===== src/rtl/cfg_xlate_pkg.sv =====
package cfg_xlate_pkg;

  typedef enum logic [2:0] {
    ST_IDLE,
    ST_CHECK,
    ST_READ,
    ST_WRITE,
    ST_DONE
  } cfgState_t;

  localparam logic [1:0] ERR_OK    = 2'd0;
  localparam logic [1:0] ERR_INVAL = 2'd1;
  localparam logic [1:0] ERR_BUS   = 2'd2;

  // control -> datapath strobes
  typedef struct packed {
    logic capture;   // latch the incoming request
    logic loadWord;  // latch backend read data / error
    logic errFill;   // backend reported a bus error
  } ctrlStrobe_t;

  // datapath -> control status
  typedef struct packed {
    logic invalid;   // request is rejected
    logic isWrite;   // captured direction
    logic fullWord;  // byte count equals the word width
  } dpStatus_t;

endpackage


===== src/rtl/cfg_xlate_addr.sv =====
module cfg_xlate_addr #(
  parameter int ADDR_W    = 32,
  parameter int BUS_W     = 8,
  parameter int DEV_W     = 5,
  parameter int FUNC_W    = 3,
  parameter int OFF_W     = 8,
  parameter int BYTES     = 4,
  parameter int SLOT_MAX  = 16,
  parameter int IDSEL_POS = 16,
  parameter int BUS_POS   = 16,
  parameter int DEV_POS   = 11,
  parameter int FUNC_POS  = 8,
  parameter logic [ADDR_W-1:0] WIN_MASK = 32'hFC00_0000,
  parameter logic [ADDR_W-1:0] CFG_BASE = 32'h0C00_0000,
  parameter logic [ADDR_W-1:0] T0_CODE  = 32'h0000_0002,
  parameter logic [ADDR_W-1:0] T1_CODE  = 32'h0000_0003
) (
  input  logic [BUS_W-1:0]  bus,
  input  logic [DEV_W-1:0]  dev,
  input  logic [FUNC_W-1:0] func,
  input  logic [OFF_W-1:0]  off,
  input  logic              cardbus,
  output logic              devBad,
  output logic [ADDR_W-1:0] winSel,
  output logic [ADDR_W-1:0] addr
);

  logic              isType0;
  logic [ADDR_W-1:0] idsel;
  logic [ADDR_W-1:0] offAligned;
  logic [ADDR_W-1:0] funcField;
  logic [ADDR_W-1:0] busField;
  logic [ADDR_W-1:0] devField;

  assign isType0    = (bus == '0);
  assign idsel      = ADDR_W'(1) << (IDSEL_POS + 32'(dev));
  assign offAligned = ADDR_W'(off) & ~ADDR_W'(BYTES - 1);
  assign funcField  = ADDR_W'(func) << FUNC_POS;
  assign busField   = ADDR_W'(bus) << BUS_POS;
  assign devField   = ADDR_W'(dev) << DEV_POS;

  always_comb begin
    if (isType0) begin
      winSel = T0_CODE | (idsel & WIN_MASK);
      addr   = CFG_BASE | (idsel & ~WIN_MASK) | funcField | offAligned;
    end else begin
      winSel = T1_CODE;
      addr   = CFG_BASE | busField | devField | funcField | offAligned;
    end
  end

  assign devBad = (cardbus && (dev != '0)) ||
                  (isType0 && (32'(dev) >= SLOT_MAX));

endmodule


===== src/rtl/cfg_xlate_lane.sv =====
module cfg_xlate_lane #(
  parameter int DATA_W = 32,
  parameter int BYTES  = DATA_W / 8,
  parameter int LANE_W = $clog2(BYTES),
  parameter int LEN_W  = LANE_W + 1
) (
  input  logic [DATA_W-1:0] word,
  input  logic [DATA_W-1:0] wdata,
  input  logic [LANE_W-1:0] lane,
  input  logic [LEN_W-1:0]  len,
  output logic              lenBad,
  output logic [DATA_W-1:0] rdOut,
  output logic [DATA_W-1:0] merged
);

  localparam int SH_W  = LANE_W + 3;
  localparam int SUM_W = LEN_W + 1;

  logic [SH_W-1:0]   shAmt;
  logic [DATA_W-1:0] shifted;
  logic [DATA_W-1:0] fieldMask;
  logic              lenLegal;
  logic              straddle;

  assign shAmt   = {lane, 3'b000};
  assign shifted = word >> shAmt;

  always_comb begin
    if (len == LEN_W'(BYTES)) fieldMask = '1;
    else fieldMask = (DATA_W'(1) << {len, 3'b000}) - DATA_W'(1);
  end

  assign rdOut  = shifted & fieldMask;
  assign merged = (word & ~(fieldMask << shAmt)) | ((wdata & fieldMask) << shAmt);

  assign lenLegal = (len == LEN_W'(1)) || (len == LEN_W'(2)) || (len == LEN_W'(BYTES));
  assign straddle = (len != LEN_W'(BYTES)) &&
                    ((SUM_W'(lane) + SUM_W'(len)) > SUM_W'(BYTES));
  assign lenBad   = !lenLegal || straddle;

endmodule


===== src/rtl/cfg_xlate_dp.sv =====
module cfg_xlate_dp
  import cfg_xlate_pkg::*;
#(
  parameter int ADDR_W    = 32,
  parameter int DATA_W    = 32,
  parameter int BUS_W     = 8,
  parameter int DEV_W     = 5,
  parameter int FUNC_W    = 3,
  parameter int OFF_W     = 8,
  parameter int SLOT_MAX  = 16,
  parameter int IDSEL_POS = 16,
  parameter int BUS_POS   = 16,
  parameter int DEV_POS   = 11,
  parameter int FUNC_POS  = 8,
  parameter logic [ADDR_W-1:0] WIN_MASK = 32'hFC00_0000,
  parameter logic [ADDR_W-1:0] CFG_BASE = 32'h0C00_0000,
  parameter logic [ADDR_W-1:0] T0_CODE  = 32'h0000_0002,
  parameter logic [ADDR_W-1:0] T1_CODE  = 32'h0000_0003,
  parameter int BYTES  = DATA_W / 8,
  parameter int LANE_W = $clog2(BYTES),
  parameter int LEN_W  = LANE_W + 1
) (
  input  logic              clk,
  input  logic              rst_n,
  input  ctrlStrobe_t       strobe,
  input  logic              reqWrite,
  input  logic [BUS_W-1:0]  reqBus,
  input  logic [DEV_W-1:0]  reqDev,
  input  logic [FUNC_W-1:0] reqFunc,
  input  logic [OFF_W-1:0]  reqOff,
  input  logic [LEN_W-1:0]  reqLen,
  input  logic [DATA_W-1:0] reqWdata,
  input  logic              cardbusMode,
  input  logic [DATA_W-1:0] beRdata,
  output dpStatus_t         status,
  output logic [ADDR_W-1:0] winSelData,
  output logic [ADDR_W-1:0] beAddr,
  output logic [DATA_W-1:0] beWdata,
  output logic [DATA_W-1:0] rdData
);

  logic              capWrite;
  logic [BUS_W-1:0]  capBus;
  logic [DEV_W-1:0]  capDev;
  logic [FUNC_W-1:0] capFunc;
  logic [OFF_W-1:0]  capOff;
  logic [LEN_W-1:0]  capLen;
  logic [DATA_W-1:0] capWdata;
  logic              capCardbus;
  logic [DATA_W-1:0] wordReg;
  logic              errSeen;

  logic              devBad;
  logic              lenBad;
  logic [DATA_W-1:0] rdOut;
  logic [DATA_W-1:0] merged;

  always_ff @(posedge clk) begin
    if (!rst_n) begin
      capWrite   <= 1'b0;
      capBus     <= '0;
      capDev     <= '0;
      capFunc    <= '0;
      capOff     <= '0;
      capLen     <= '0;
      capWdata   <= '0;
      capCardbus <= 1'b0;
      wordReg    <= '0;
      errSeen    <= 1'b0;
    end else begin
      if (strobe.capture) begin
        capWrite   <= reqWrite;
        capBus     <= reqBus;
        capDev     <= reqDev;
        capFunc    <= reqFunc;
        capOff     <= reqOff;
        capLen     <= reqLen;
        capWdata   <= reqWdata;
        capCardbus <= cardbusMode;
        errSeen    <= 1'b0;
      end else if (strobe.loadWord) begin
        wordReg <= strobe.errFill ? '1 : beRdata;
        errSeen <= strobe.errFill;
      end
    end
  end

  cfg_xlate_addr #(
    .ADDR_W(ADDR_W), .BUS_W(BUS_W), .DEV_W(DEV_W), .FUNC_W(FUNC_W),
    .OFF_W(OFF_W), .BYTES(BYTES), .SLOT_MAX(SLOT_MAX),
    .IDSEL_POS(IDSEL_POS), .BUS_POS(BUS_POS), .DEV_POS(DEV_POS),
    .FUNC_POS(FUNC_POS), .WIN_MASK(WIN_MASK), .CFG_BASE(CFG_BASE),
    .T0_CODE(T0_CODE), .T1_CODE(T1_CODE)
  ) addr_i (
    .bus(capBus), .dev(capDev), .func(capFunc), .off(capOff),
    .cardbus(capCardbus), .devBad(devBad), .winSel(winSelData), .addr(beAddr)
  );

  cfg_xlate_lane #(
    .DATA_W(DATA_W), .BYTES(BYTES), .LANE_W(LANE_W), .LEN_W(LEN_W)
  ) lane_i (
    .word(wordReg), .wdata(capWdata), .lane(capOff[LANE_W-1:0]),
    .len(capLen), .lenBad(lenBad), .rdOut(rdOut), .merged(merged)
  );

  assign status.invalid  = devBad || lenBad;
  assign status.isWrite  = capWrite;
  assign status.fullWord = (capLen == LEN_W'(BYTES));

  assign beWdata = status.fullWord ? capWdata : merged;

  always_comb begin
    if (errSeen) rdData = '1;
    else if (capWrite || status.invalid) rdData = '0;
    else rdData = rdOut;
  end

endmodule


===== src/rtl/cfg_xlate_ctrl.sv =====
module cfg_xlate_ctrl
  import cfg_xlate_pkg::*;
(
  input  logic        clk,
  input  logic        rst_n,
  input  logic        reqValid,
  input  dpStatus_t   status,
  input  logic        beAck,
  input  logic        beErr,
  output ctrlStrobe_t strobe,
  output logic        busy,
  output logic        doneValid,
  output logic [1:0]  doneErr,
  output logic        winSelWe,
  output logic        beReq,
  output logic        beWrite
);

  cfgState_t  state, stateNext;
  logic [1:0] errReg, errNext;

  always_ff @(posedge clk) begin
    if (!rst_n) begin
      state  <= ST_IDLE;
      errReg <= ERR_OK;
    end else begin
      state  <= stateNext;
      errReg <= errNext;
    end
  end

  always_comb begin
    stateNext = state;
    errNext   = errReg;
    strobe    = '0;
    winSelWe  = 1'b0;
    beReq     = 1'b0;
    beWrite   = 1'b0;
    unique case (state)
      ST_IDLE: begin
        if (reqValid) begin
          strobe.capture = 1'b1;
          stateNext      = ST_CHECK;
        end
      end
      ST_CHECK: begin
        if (status.invalid) begin
          errNext   = ERR_INVAL;
          stateNext = ST_DONE;
        end else begin
          winSelWe  = 1'b1;
          errNext   = ERR_OK;
          stateNext = (status.isWrite && status.fullWord) ? ST_WRITE : ST_READ;
        end
      end
      ST_READ: begin
        beReq = 1'b1;
        if (beAck) begin
          strobe.loadWord = 1'b1;
          strobe.errFill  = beErr;
          if (beErr) begin
            errNext   = ERR_BUS;
            stateNext = ST_DONE;
          end else begin
            stateNext = status.isWrite ? ST_WRITE : ST_DONE;
          end
        end
      end
      ST_WRITE: begin
        beReq   = 1'b1;
        beWrite = 1'b1;
        if (beAck) begin
          if (beErr) begin
            strobe.loadWord = 1'b1;
            strobe.errFill  = 1'b1;
            errNext         = ERR_BUS;
          end
          stateNext = ST_DONE;
        end
      end
      ST_DONE: stateNext = ST_IDLE;
      default: stateNext = ST_IDLE;
    endcase
  end

  assign busy      = (state != ST_IDLE);
  assign doneValid = (state == ST_DONE);
  assign doneErr   = doneValid ? errReg : ERR_OK;

endmodule


===== src/rtl/cfg_xlate.sv =====
module cfg_xlate
  import cfg_xlate_pkg::*;
#(
  parameter int ADDR_W    = 32,
  parameter int DATA_W    = 32,
  parameter int BUS_W     = 8,
  parameter int DEV_W     = 5,
  parameter int FUNC_W    = 3,
  parameter int OFF_W     = 8,
  parameter int SLOT_MAX  = 16,
  parameter int IDSEL_POS = 16,
  parameter int BUS_POS   = 16,
  parameter int DEV_POS   = 11,
  parameter int FUNC_POS  = 8,
  parameter logic [ADDR_W-1:0] WIN_MASK = 32'hFC00_0000,
  parameter logic [ADDR_W-1:0] CFG_BASE = 32'h0C00_0000,
  parameter logic [ADDR_W-1:0] T0_CODE  = 32'h0000_0002,
  parameter logic [ADDR_W-1:0] T1_CODE  = 32'h0000_0003,
  localparam int BYTES  = DATA_W / 8,
  localparam int LANE_W = $clog2(BYTES),
  localparam int LEN_W  = LANE_W + 1
) (
  input  logic              clk,
  input  logic              rst_n,
  input  logic              reqValid,
  input  logic              reqWrite,
  input  logic [BUS_W-1:0]  reqBus,
  input  logic [DEV_W-1:0]  reqDev,
  input  logic [FUNC_W-1:0] reqFunc,
  input  logic [OFF_W-1:0]  reqOff,
  input  logic [LEN_W-1:0]  reqLen,
  input  logic [DATA_W-1:0] reqWdata,
  input  logic              cardbusMode,
  output logic              busy,
  output logic              doneValid,
  output logic [1:0]        doneErr,
  output logic [DATA_W-1:0] doneRdata,
  output logic              winSelWe,
  output logic [ADDR_W-1:0] winSelData,
  output logic              beReq,
  output logic              beWrite,
  output logic [ADDR_W-1:0] beAddr,
  output logic [DATA_W-1:0] beWdata,
  input  logic              beAck,
  input  logic              beErr,
  input  logic [DATA_W-1:0] beRdata
);

  ctrlStrobe_t       strobe;
  dpStatus_t         status;
  logic [DATA_W-1:0] rdData;

  cfg_xlate_ctrl ctrl_i (
    .clk(clk), .rst_n(rst_n), .reqValid(reqValid), .status(status),
    .beAck(beAck), .beErr(beErr), .strobe(strobe), .busy(busy),
    .doneValid(doneValid), .doneErr(doneErr), .winSelWe(winSelWe),
    .beReq(beReq), .beWrite(beWrite)
  );

  cfg_xlate_dp #(
    .ADDR_W(ADDR_W), .DATA_W(DATA_W), .BUS_W(BUS_W), .DEV_W(DEV_W),
    .FUNC_W(FUNC_W), .OFF_W(OFF_W), .SLOT_MAX(SLOT_MAX),
    .IDSEL_POS(IDSEL_POS), .BUS_POS(BUS_POS), .DEV_POS(DEV_POS),
    .FUNC_POS(FUNC_POS), .WIN_MASK(WIN_MASK), .CFG_BASE(CFG_BASE),
    .T0_CODE(T0_CODE), .T1_CODE(T1_CODE), .BYTES(BYTES),
    .LANE_W(LANE_W), .LEN_W(LEN_W)
  ) dp_i (
    .clk(clk), .rst_n(rst_n), .strobe(strobe), .reqWrite(reqWrite),
    .reqBus(reqBus), .reqDev(reqDev), .reqFunc(reqFunc), .reqOff(reqOff),
    .reqLen(reqLen), .reqWdata(reqWdata), .cardbusMode(cardbusMode),
    .beRdata(beRdata), .status(status), .winSelData(winSelData),
    .beAddr(beAddr), .beWdata(beWdata), .rdData(rdData)
  );

  assign doneRdata = doneValid ? rdData : '0;

endmodule


===== config.mk =====
export PLATFORM = sky130hd
export DESIGN_NAME = cfg_xlate
export DESIGN_NICKNAME = d
export VERILOG_FILES = /design/src/rtl/cfg_xlate_pkg.sv /design/src/rtl/cfg_xlate_addr.sv /design/src/rtl/cfg_xlate_lane.sv /design/src/rtl/cfg_xlate_dp.sv /design/src/rtl/cfg_xlate_ctrl.sv /design/src/rtl/cfg_xlate.sv
export SDC_FILE = /design/constraint.sdc
export NUM_CORES = 1
export LEC_CHECK = 0
export CAP_MARGIN = 20
export CORE_ASPECT_RATIO = 1.25
export CORE_MARGIN = 8
export CORE_UTILIZATION = 30
export CTS_CLUSTER_DIAMETER = 120
export DETAILED_ROUTE_END_ITERATION = 10
export PLACE_DENSITY = 0.65
export SLEW_MARGIN = 0
export SYNTH_ARGS = -nofsm -noshare
export SYNTH_HDL_FRONTEND = slang
export SYNTH_HIERARCHICAL = 1
export SYNTH_SLANG_ARGS = --single-unit

===== constraint.sdc =====
create_clock -name clk -period 3.58 [get_ports clk]
set_input_delay 0.716 -clock clk [delete_from_list [all_inputs] [get_ports clk]]
set_output_delay 0.716 -clock clk [all_outputs]
set_load 0.01 [all_outputs]

==> qor.yml, run 1 <==
start_util_pct: 30.6
htreeDepth: 3
start_kind: "register"
crit_arrival_ns: 2.79
avgViaCountPerCell: 5.05
cts_buffer_depth: 2
synthFlopType: "dfxtp_1"
synth_area_per_cell_um2: 8.88
cp.required_ns: 2.86
grt_busiest_layer: "met2"
max_freq_ghz: 0.285
track_usage_pct: 16.9
drive_gt1_share_pct: 19.5
hp-class: "register to register"
core_mm2: 0.0238
synth.distinct_cells: 72
p_per_area_mw_per_mm2: 364
area_delta_synth_final_pct: 33.0
syn_inst: 820
grt_max_degree: 71
antenna_left: 0
yosys_warnings: 6
hold_viol_final: 0
grt_antenna_before_repair: 1
period_needed_ns: 3.51
setup_slack_ns: 0.0745
layout.nets: 1078
final_cell_count_no_fill: 1308
cp_max_fo: 17
numCtsBuffers: 9
synth_area_mm2: 0.00728
gp_congestion: 0.871
globalRoute.totalOverflow: 0
die-height_um: 190
async_flop_share_pct: 0
wl_per_cell_um: 19.9
drc_errors: 0
vias: 6604
leakagePower_nw: 4.38
tightest_slew_ns: 1.06
clock_skew_ns: 0.0160
synthTopCellsByArea: "dfxtp_1 (27%), mux2i_1 (11%), nor2b_1 (6.8%), mux2_2 (5.9%), o211a_1 (4.4%)"
utilization_pct: 40.7
dp.cells: 1286
drv_cap: 0
fin_tns_setup_ns: 0
critical_path_class: "register to primary output"
synth-edff-count: 0
cts_tree: "built"
grtUsageMet2_pct: 28.3
ios: 233
slew_violations: 0
use_met1_pct: 20.4
insertion_delay_ns: 0.36
drt-initial-drc-count: 477
port_buffers: 199
yosysSeqAreaShare_pct: 27.2
relSlewSlack_pct: 29.7
setup_violations: 0
first_global_vias: 6589
die_area_mm2: 0.0295
ctsHoldBuffers: 0
path_clk_slew_ns: 0.08
firstDrtPassIters: 6
hpwl_um: 19400
status: "finished clean"
grt_pass1_wl_um: 38800
synth_top_area_share_pct: 27.2
met3_usage_pct: 5.43
synth-seq-cells: 99
fp.dieW_um: 155
endpoint_kind: "primary output"
synth_most_common_cell: "dfxtp_1"
num_rows: 63
rsz0062_at_grt: "yes"
peakVddDrop_mv: 0.256
fin_crit_sh_pct: 97.9
drt-total-wl_um: 26100
cts.sinks: 99
dp_slack_ns: 0.162
yosysTopAreaCell: "dfxtp_1"
root_buffer: "clkbuf_16"
synthTopCellsByCount: "dfxtp_1 (99), mux2i_1 (82), nor2b_1 (79)"
==> cell families (layout without fill, tap and decap cells) <==
family                     Yosys count  after routing  share of synthesized area, %
xor gates and xnor gates             1              1                         0.120
AOI/OAI and AO/OA                  193            194                          20.5
adders and majority gates            3              3                         0.619
other                                2             34                         0.103
muxes                              121            121                          17.3
DFF                                 99             99                          27.2
buffers and inverters              131            261                          10.2
and+or+nand+nor                    270            270                          23.9
==> through the flow <==
stage | power, mW | hold WS, ns | instance area (µm²)
2_1_floorplan | 2.03 | 0.453 | 7390
3_3_place_gp | 2.47 | 0.464 | 9400
3_5_place_dp | 2.48 | 0.477 | 9400
4_1_cts | 3.53 | 0.492 | 9730
5_1_grt | 3.70 | 0.541 | 9680
6_report | 3.52 | 0.490 | 9680
==> flip-flops by register name (all words and copies together), names as in the netlist <==
register	flops
dp_i/errSeen	1
dp_i/wordReg	32
dp_i/capLen	3
dp_i/capWrite	1
dp_i/capWdata	32
dp_i/capDev	5
dp_i/capFunc	3
ctrl_i/state	3
dp_i/capBus	8
dp_i/capOff	8
dp_i/capCardbus	1
ctrl_i/errReg	2
==> critical path, stage by stage (launching register included) <==
cell	delay, ns
dfxtp_2	0.34
buf_12	0.15
nor3_4	0.14
inv_2	0.06
ha_1	0.19
buf_4	0.17
o21bai_2	0.22
a22o_4	0.27
a32oi_2	0.22
o211ai_1	0.10
mux2_2	0.28
dlygate4sd2_1	0.29
==> metal layers <==
layer	part of all wire [%]	vias to the layer above
li1	-	3214
met1	42	3088
met2	47	276
met3	8.9	26
met4	1.9	0
met5	0	-
==> layout make-up <==
| cell class | count | area (µm²) |
|---|---|---|
| Fill cell | 2423 | 14100 |
| Multi-Input combinational cell | 622 | 4760 |
| Timing Repair Buffer | 232 | 2180 |
| Sequential cell | 99 | 1990 |
| Tap cell | 325 | 407 |
| Clock buffer | 11 | 253 |
| Inverter | 13 | 51.3 |
| Clock inverter | 5 | 42.5 |
| Antenna cell | 1 | 2.50 |
==> placed cells by master, fill, tap and decap left out, types with 8 or more instances in the layout <==
cell type and count:
clkbuf_16 9, mux2i_1 82, nor2b_1 78, clkbuf_2 32, and3_1 10, nor2_1 42
and2_2 33, o2bb2ai_1 8, o211ai_1 8, mux2_2 37, a211oi_1 17, buf_4 24
o211a_1 32, o21ai_0 22, nand2_1 23, or4b_1 32, inv_1 11, clkdlybuf4s50_1 156
conb_1 33, a21o_1 33, dfxtp_1 95, a21oi_1 15
==> report_power, final <==
part	internal [mW]	switching, mW
Sequential	1.18	0.0968
Clock	0.521	0.471
Combinational	0.622	0.634
==> worst paths after layout <==
path,startpoint,endpoint,slack (ns),cells after the start
hold / removal,ctrl_i/errReg[0],ctrl_i/errReg[0],0.49,2
setup reg to reg,dp_i/capOff[0],ctrl_i/state[0],1.26,9
setup / recovery,dp_i/capLen[0],beWdata[29],0.07,11
hold reg to reg,ctrl_i/errReg[0],ctrl_i/errReg[0],0.49,2
==> timing repair <==
item	CTS	global route
pin swaps	2	3
resized for setup	54	80
setup buffers	1	2
gates cloned	1	1
endpoints found under the setup margin	56	36
(Power assumes the default switching activity.)
==> run 2: changes to the inputs <==
Settings changed: CAP_MARGIN 20 to 25, CORE_UTILIZATION 30 to 45, PLACE_DENSITY 0.65 to 0.87.
==> run 2 against run 1 <==
- die area fell by 30%
- fmax fell by 0.66%
- core utilization rose by 19 points
- global-route usage rose by 6.5 points
- combinational power barely moved
==> qor.yml, run 2 (synthesis gave the netlist of run 1 again) <==
status: "finished clean"
pwr-share-comb_pct: 35.9
drt-initial-drc-count: 644
rsz0062_at_grt: "yes"
largestRegisters: "dp_i/capWdata (32), dp_i/wordReg (32)"
path_clk_slew_ns: 0.07
tightest_slew_ns: 0.783
fin_crit_sh_pct: 98.6
firstDrtPassIters: 6
dp.cells: 1173
routed.top_layer: "met4"
insertion_delay_ns: 0.35
globalRoute.totalOverflow: 0
min-delay-start: "ctrl_i/errReg[0]"
reg2reg_depth: 10
grt_pass1_wl_um: 37400
critPathMaxStageDelay_ns: 0.53
hp-class: "register to register"
root_buffer: "clkbuf_16"
start_kind: "register"
ios: 233
avgViaCountPerCell: 5.74
relSlewSlack_pct: 47.8
path_buf_inv: 3
layout.nets: 1075
intPower_mw: 2.35
final_cell_count_no_fill: 1196
setup_violations: 0
r2r-start: "dp_i/capOff[0]"
critical_path_class: "register to primary output"
path_cells: "buf_4, nor3_2, inv_1, ha_4, o21ai_1, o221ai_1, o21bai_4, o211ai_1, mux2_2, clkdlybuf4s50_1"
seq_power_share_pct: 36.2
cp_max_fo: 17
first_global_vias: 6851
cts_buffer_depth: 2
reg2reg_slack_ns: 1.14
antenna_left: 0
drv_cap: 0
hpwl_um: 18000
hold_end: "ctrl_i/errReg[0]"
finish.instance_area_mm2: 0.00955
numCtsBuffers: 9
num_rows: 52
die_area_mm2: 0.0205
gp_congestion: 0.945
net-switching-power_mw: 1.17
met3WireLength_um: 2270
drive_gt1_share_pct: 18.8
min_delay_path_depth: 2
cp_slowest_cell: "clkdlybuf4s50_1"
die-height_um: 158
period_needed_ns: 3.53
max_freq_ghz: 0.283
n_fill_cell: 1441
finalPower_mw: 3.53
p_clk_share_pct: 27.9
place_area_mm2: 0.00921
port_buffers: 199
slew_violations: 0
endpoint_kind: "primary output"
cts.sinks: 99
core_mm2: 0.0160
grt_antenna_before_repair: 1
fp.dieW_um: 130
wl_per_cell_um: 20.9
wl_met1_um: 9670
regToRegEndpoint: "ctrl_i/state[0]"
ctsHoldBuffers: 0
switching_share_pct: 33.2
grt_max_degree: 71
area_delta_synth_final_pct: 31.2
final_common_cell: "clkdlybuf4s50_1"
p_per_area_mw_per_mm2: 369
track_usage_pct: 23.4
mostFrequentLayoutCells: "clkdlybuf4s50_1 (158), dfxtp_1 (97), mux2i_1 (82)"
drt-total-wl_um: 25000
leakagePower_nw: 4.38
peakVddDrop_mv: 0.222
drc_errors: 0
cp.required_ns: 2.86
vias: 6866
crit_arrival_ns: 2.81
critical_path.top_delay_family: "buffers and inverters"
met2WireLength_um: 12000
cts_tree: "built"
htreeDepth: 3
start_util_pct: 45.5
clock_skew_ns: 0.00963
hold_viol_final: 0
==> run 2: cell count changes in the layout (fill, tap and decap cells not counted), moves of 3 or more <==
cell	change
buf_2	+15
clkbuf_2	-15
clkdlybuf4s15_1	-4
dlygate4sd2_1	+3
==> run 2: power groups by stage <==
stage          combinational, mW  clock (mW)  sequential [mW]
6_report                    1.27       0.984             1.28
5_1_grt                     1.35        1.04             1.29
4_1_cts                     1.21       0.998             1.27
3_5_place_dp                1.15           0             1.30
3_3_place_gp                1.14           0             1.29
2_1_floorplan              0.779           0             1.25
==> run 2: metal layers <==
| metal | global-route usage, % | vias to the layer above |
|---|---|---|
| met5 | 0 | - |
| met4 | 12.6 | 0 |
| met1 | 27.0 | 3227 |
| met3 | 6.03 | 66 |
| met2 | 38.9 | 360 |
| li1 | - | 3213 |
==> run 2: what timing repair did <==
item | 4_1_cts | 5_1_grt
pin swaps | 2 | 0
setup endpoints to repair | 56 | 49
gates resized for setup | 98 | 46
gates cloned | 1 | 1
setup buffers | 2 | 1
==> run 2: area by class of cell <==
type                       count  area (µm²)  area share, %
multi-input combinational    621        4750           49.8
antenna                        1        2.50         0.0262
timing repair buffer         230        2190           22.9
sequential                    99        1980           20.8
tap                          216         270           2.83
clock inverter                 6        66.3          0.695
inverter                      13        51.3          0.537
clock buffer                  10         229           2.40
==> run 2: worst max path at each step <==
stage	startpoint	to	slack, ns	cells past startpoint
2_1_floorplan	dp_i/capLen[1]	beWdata[29]	0.35	12
3_3_place_gp	dp_i/capOff[0]	doneRdata[8]	0.19	9
3_5_place_dp	dp_i/capOff[0]	doneRdata[12]	0.11	9
4_1_cts	dp_i/capOff[0]	doneRdata[12]	-0.03	11
5_1_grt	dp_i/capLen[0]	beWdata[31]	-0.06	10
6_report	dp_i/capLen[0]	beWdata[30]	0.05	10
==> run 2: through the flow <==
step	TNS (ns)	hold WS, ns	setup slack (ns)	utilization [%]
6_report	0	0.480	0.0512	59.6
5_1_grt	-0.132	0.531	-0.0588	59.6
4_1_cts	-0.0343	0.482	-0.0343	59.8
3_5_place_dp	0	0.473	0.113	57.5
3_3_place_gp	0	0.464	0.194	57.5
2_1_floorplan	0	0.453	0.346	-
==> run 2: tightest hold or removal path, stage by stage, from the launching register on <==
cell	delay [ns]
dfxtp_1	0.31
o21ai_1	0.07
a21boi_1	0.06
==> run 3: changes to the inputs <==
==> constraint.sdc (replaced) <==
create_clock -name clk -period 3.58 [get_ports clk]
set_input_delay 0.537 -clock clk [delete_from_list [all_inputs] [get_ports clk]]
set_output_delay 0.537 -clock clk [all_outputs]
set_load 0.01 [all_outputs]
==> run 3 against run 2 <==
- setup slack improved by 0.047 ns
- flip-flop and latch count is the same
- critical path depth did not move
==> qor.yml, run 3 (synthesis gave the netlist of run 1 again) <==
r2r-start: "dp_i/capOff[0]"
largestRegisters: "dp_i/capWdata (32), dp_i/wordReg (32)"
p_per_area_mw_per_mm2: 370
drc_errors: 0
crit_arrival_ns: 2.94
place_area_mm2: 0.00919
hpwl_um: 18100
num_rows: 52
gp_congestion: 0.929
peakVddDrop_mv: 0.261
cts_tree: "built"
setup_violations: 0
drt-total-wl_um: 24300
finish.instance_area_mm2: 0.00960
firstDrtPassIters: 5
antenna_left: 0
max_freq_ghz: 0.287
area_delta_synth_final_pct: 31.9
first_global_vias: 6604
grt_max_degree: 71
hp-class: "register to register"
avgViaCountPerCell: 5.72
n_fill_cell: 1387
antenna_cells: 0
start_kind: "register"
cp.required_ns: 3.04
root_buffer: "clkbuf_16"
cp_max_fo: 14
status: "finished clean"
vias: 6821
drive_gt1_share_pct: 15.1
regToRegEndpoint: "ctrl_i/state[0]"
cts.sinks: 99
numCtsBuffers: 9
final_common_cell: "clkdlybuf4s50_1"
insertion_delay_ns: 0.35
clock_skew_ns: 0.00731
die_area_mm2: 0.0205
setup_slack_ns: 0.0986
die-height_um: 158
mostFrequentLayoutCells: "clkdlybuf4s50_1 (161), dfxtp_1 (98), mux2i_1 (82)"
layout.nets: 1073
critical_path_class: "register to primary output"
grt_antenna_before_repair: 0
reg2reg_slack_ns: 1.15
hold_viol_final: 0
min-delay-start: "ctrl_i/errReg[0]"
grt_pass1_wl_um: 36900
cts_buffer_depth: 2
htreeDepth: 3
drt-initial-drc-count: 670
port_buffers: 199
fp.dieW_um: 130
hold_end: "ctrl_i/errReg[0]"
endpoint_kind: "primary output"
core_mm2: 0.0160
slew_violations: 0
ios: 233
relSlewSlack_pct: 31.4
tightest_slew_ns: 1.03
drv_cap: 0
leakagePower_nw: 4.58
min_delay_path_depth: 2
start_util_pct: 45.5
wl_per_cell_um: 20.4
path_clk_slew_ns: 0.07
period_needed_ns: 3.48
fin_crit_sh_pct: 97.2
dp_slack_ns: 0.343
reg2reg_depth: 9
globalRoute.totalOverflow: 0
ctsHoldBuffers: 0
track_usage_pct: 23.2
run 3: critical path, cell delays in order, from the launching register on:
cell and delay, ns:
dfxtp_1 0.35, buf_4 0.20, nor2_1 0.15, nand2_1 0.09
ha_2 0.24, o21bai_1 0.18, a22o_4 0.28, a32oi_1 0.21
o211ai_1 0.11, mux2_2 0.29, clkdlybuf4s50_1 0.49
run 3: worst max path at each step:
stage	startpoint	to	depth (start not counted)
floorplan	dp_i/capLen[1]	beWdata[29]	12
global placement	dp_i/capOff[0]	doneRdata[4]	9
detailed placement	dp_i/capOff[0]	doneRdata[19]	9
CTS	dp_i/capOff[0]	doneRdata[8]	10
global route	dp_i/capLen[1]	beWdata[31]	10
finish	dp_i/capLen[1]	beWdata[25]	10
run 3: through the flow:
stage / std cells / power (mW) / TNS (ns) / utilization, % / hold WS (ns)
after floorplan: 851 / 2.03 / 0 / - / 0.453
final: 1192 / 3.55 / 0 / 60.0 / 0.483
after global placement: 1172 / 2.42 / 0 / 57.4 / 0.463
after global routing: 1192 / 3.71 / -0.0137 / 60.0 / 0.522
after CTS: 1190 / 3.53 / 0 / 59.5 / 0.485
after detailed placement: 1172 / 2.44 / 0 / 57.4 / 0.475
run 3: routing by layer:
layer / vias up / global-route usage (%) / wire, µm
met5: - / 0 / 0
met4: 0 / 10.5 / 764
met3: 47 / 5.66 / 2160
met2: 319 / 38.7 / 11800
met1: 3248 / 27.6 / 9560
li1: 3207 / - / -
run 3: layout make-up:
class                           instances  area [µm²]  share of cell area, %
Multi-Input combinational cell        621        4730                   49.3
Timing Repair Buffer                  228        2250                   23.5
Sequential cell                        99        1980                   20.7
Tap cell                              216         270                   2.82
Clock buffer                            9         225                   2.35
Clock inverter                          6        87.6                  0.912
Inverter                               13        51.3                  0.534
run 3: report_power, final:
part / internal [mW] / leakage (nW) / switching (mW) / total, mW
Clock: 0.612 / 0.156 / 0.446 / 1.06
Combinational: 0.600 / 3.61 / 0.612 / 1.21
Sequential: 1.18 / 0.809 / 0.0997 / 1.28
Total: 2.39 / 4.58 / 1.16 / 3.55
run 3: timing repair:
action,CTS,global route
setup buffers,2,2
resized for setup,30,19
pin swaps,1,2
cloned,1,0
endpoints found under the setup margin,38,30
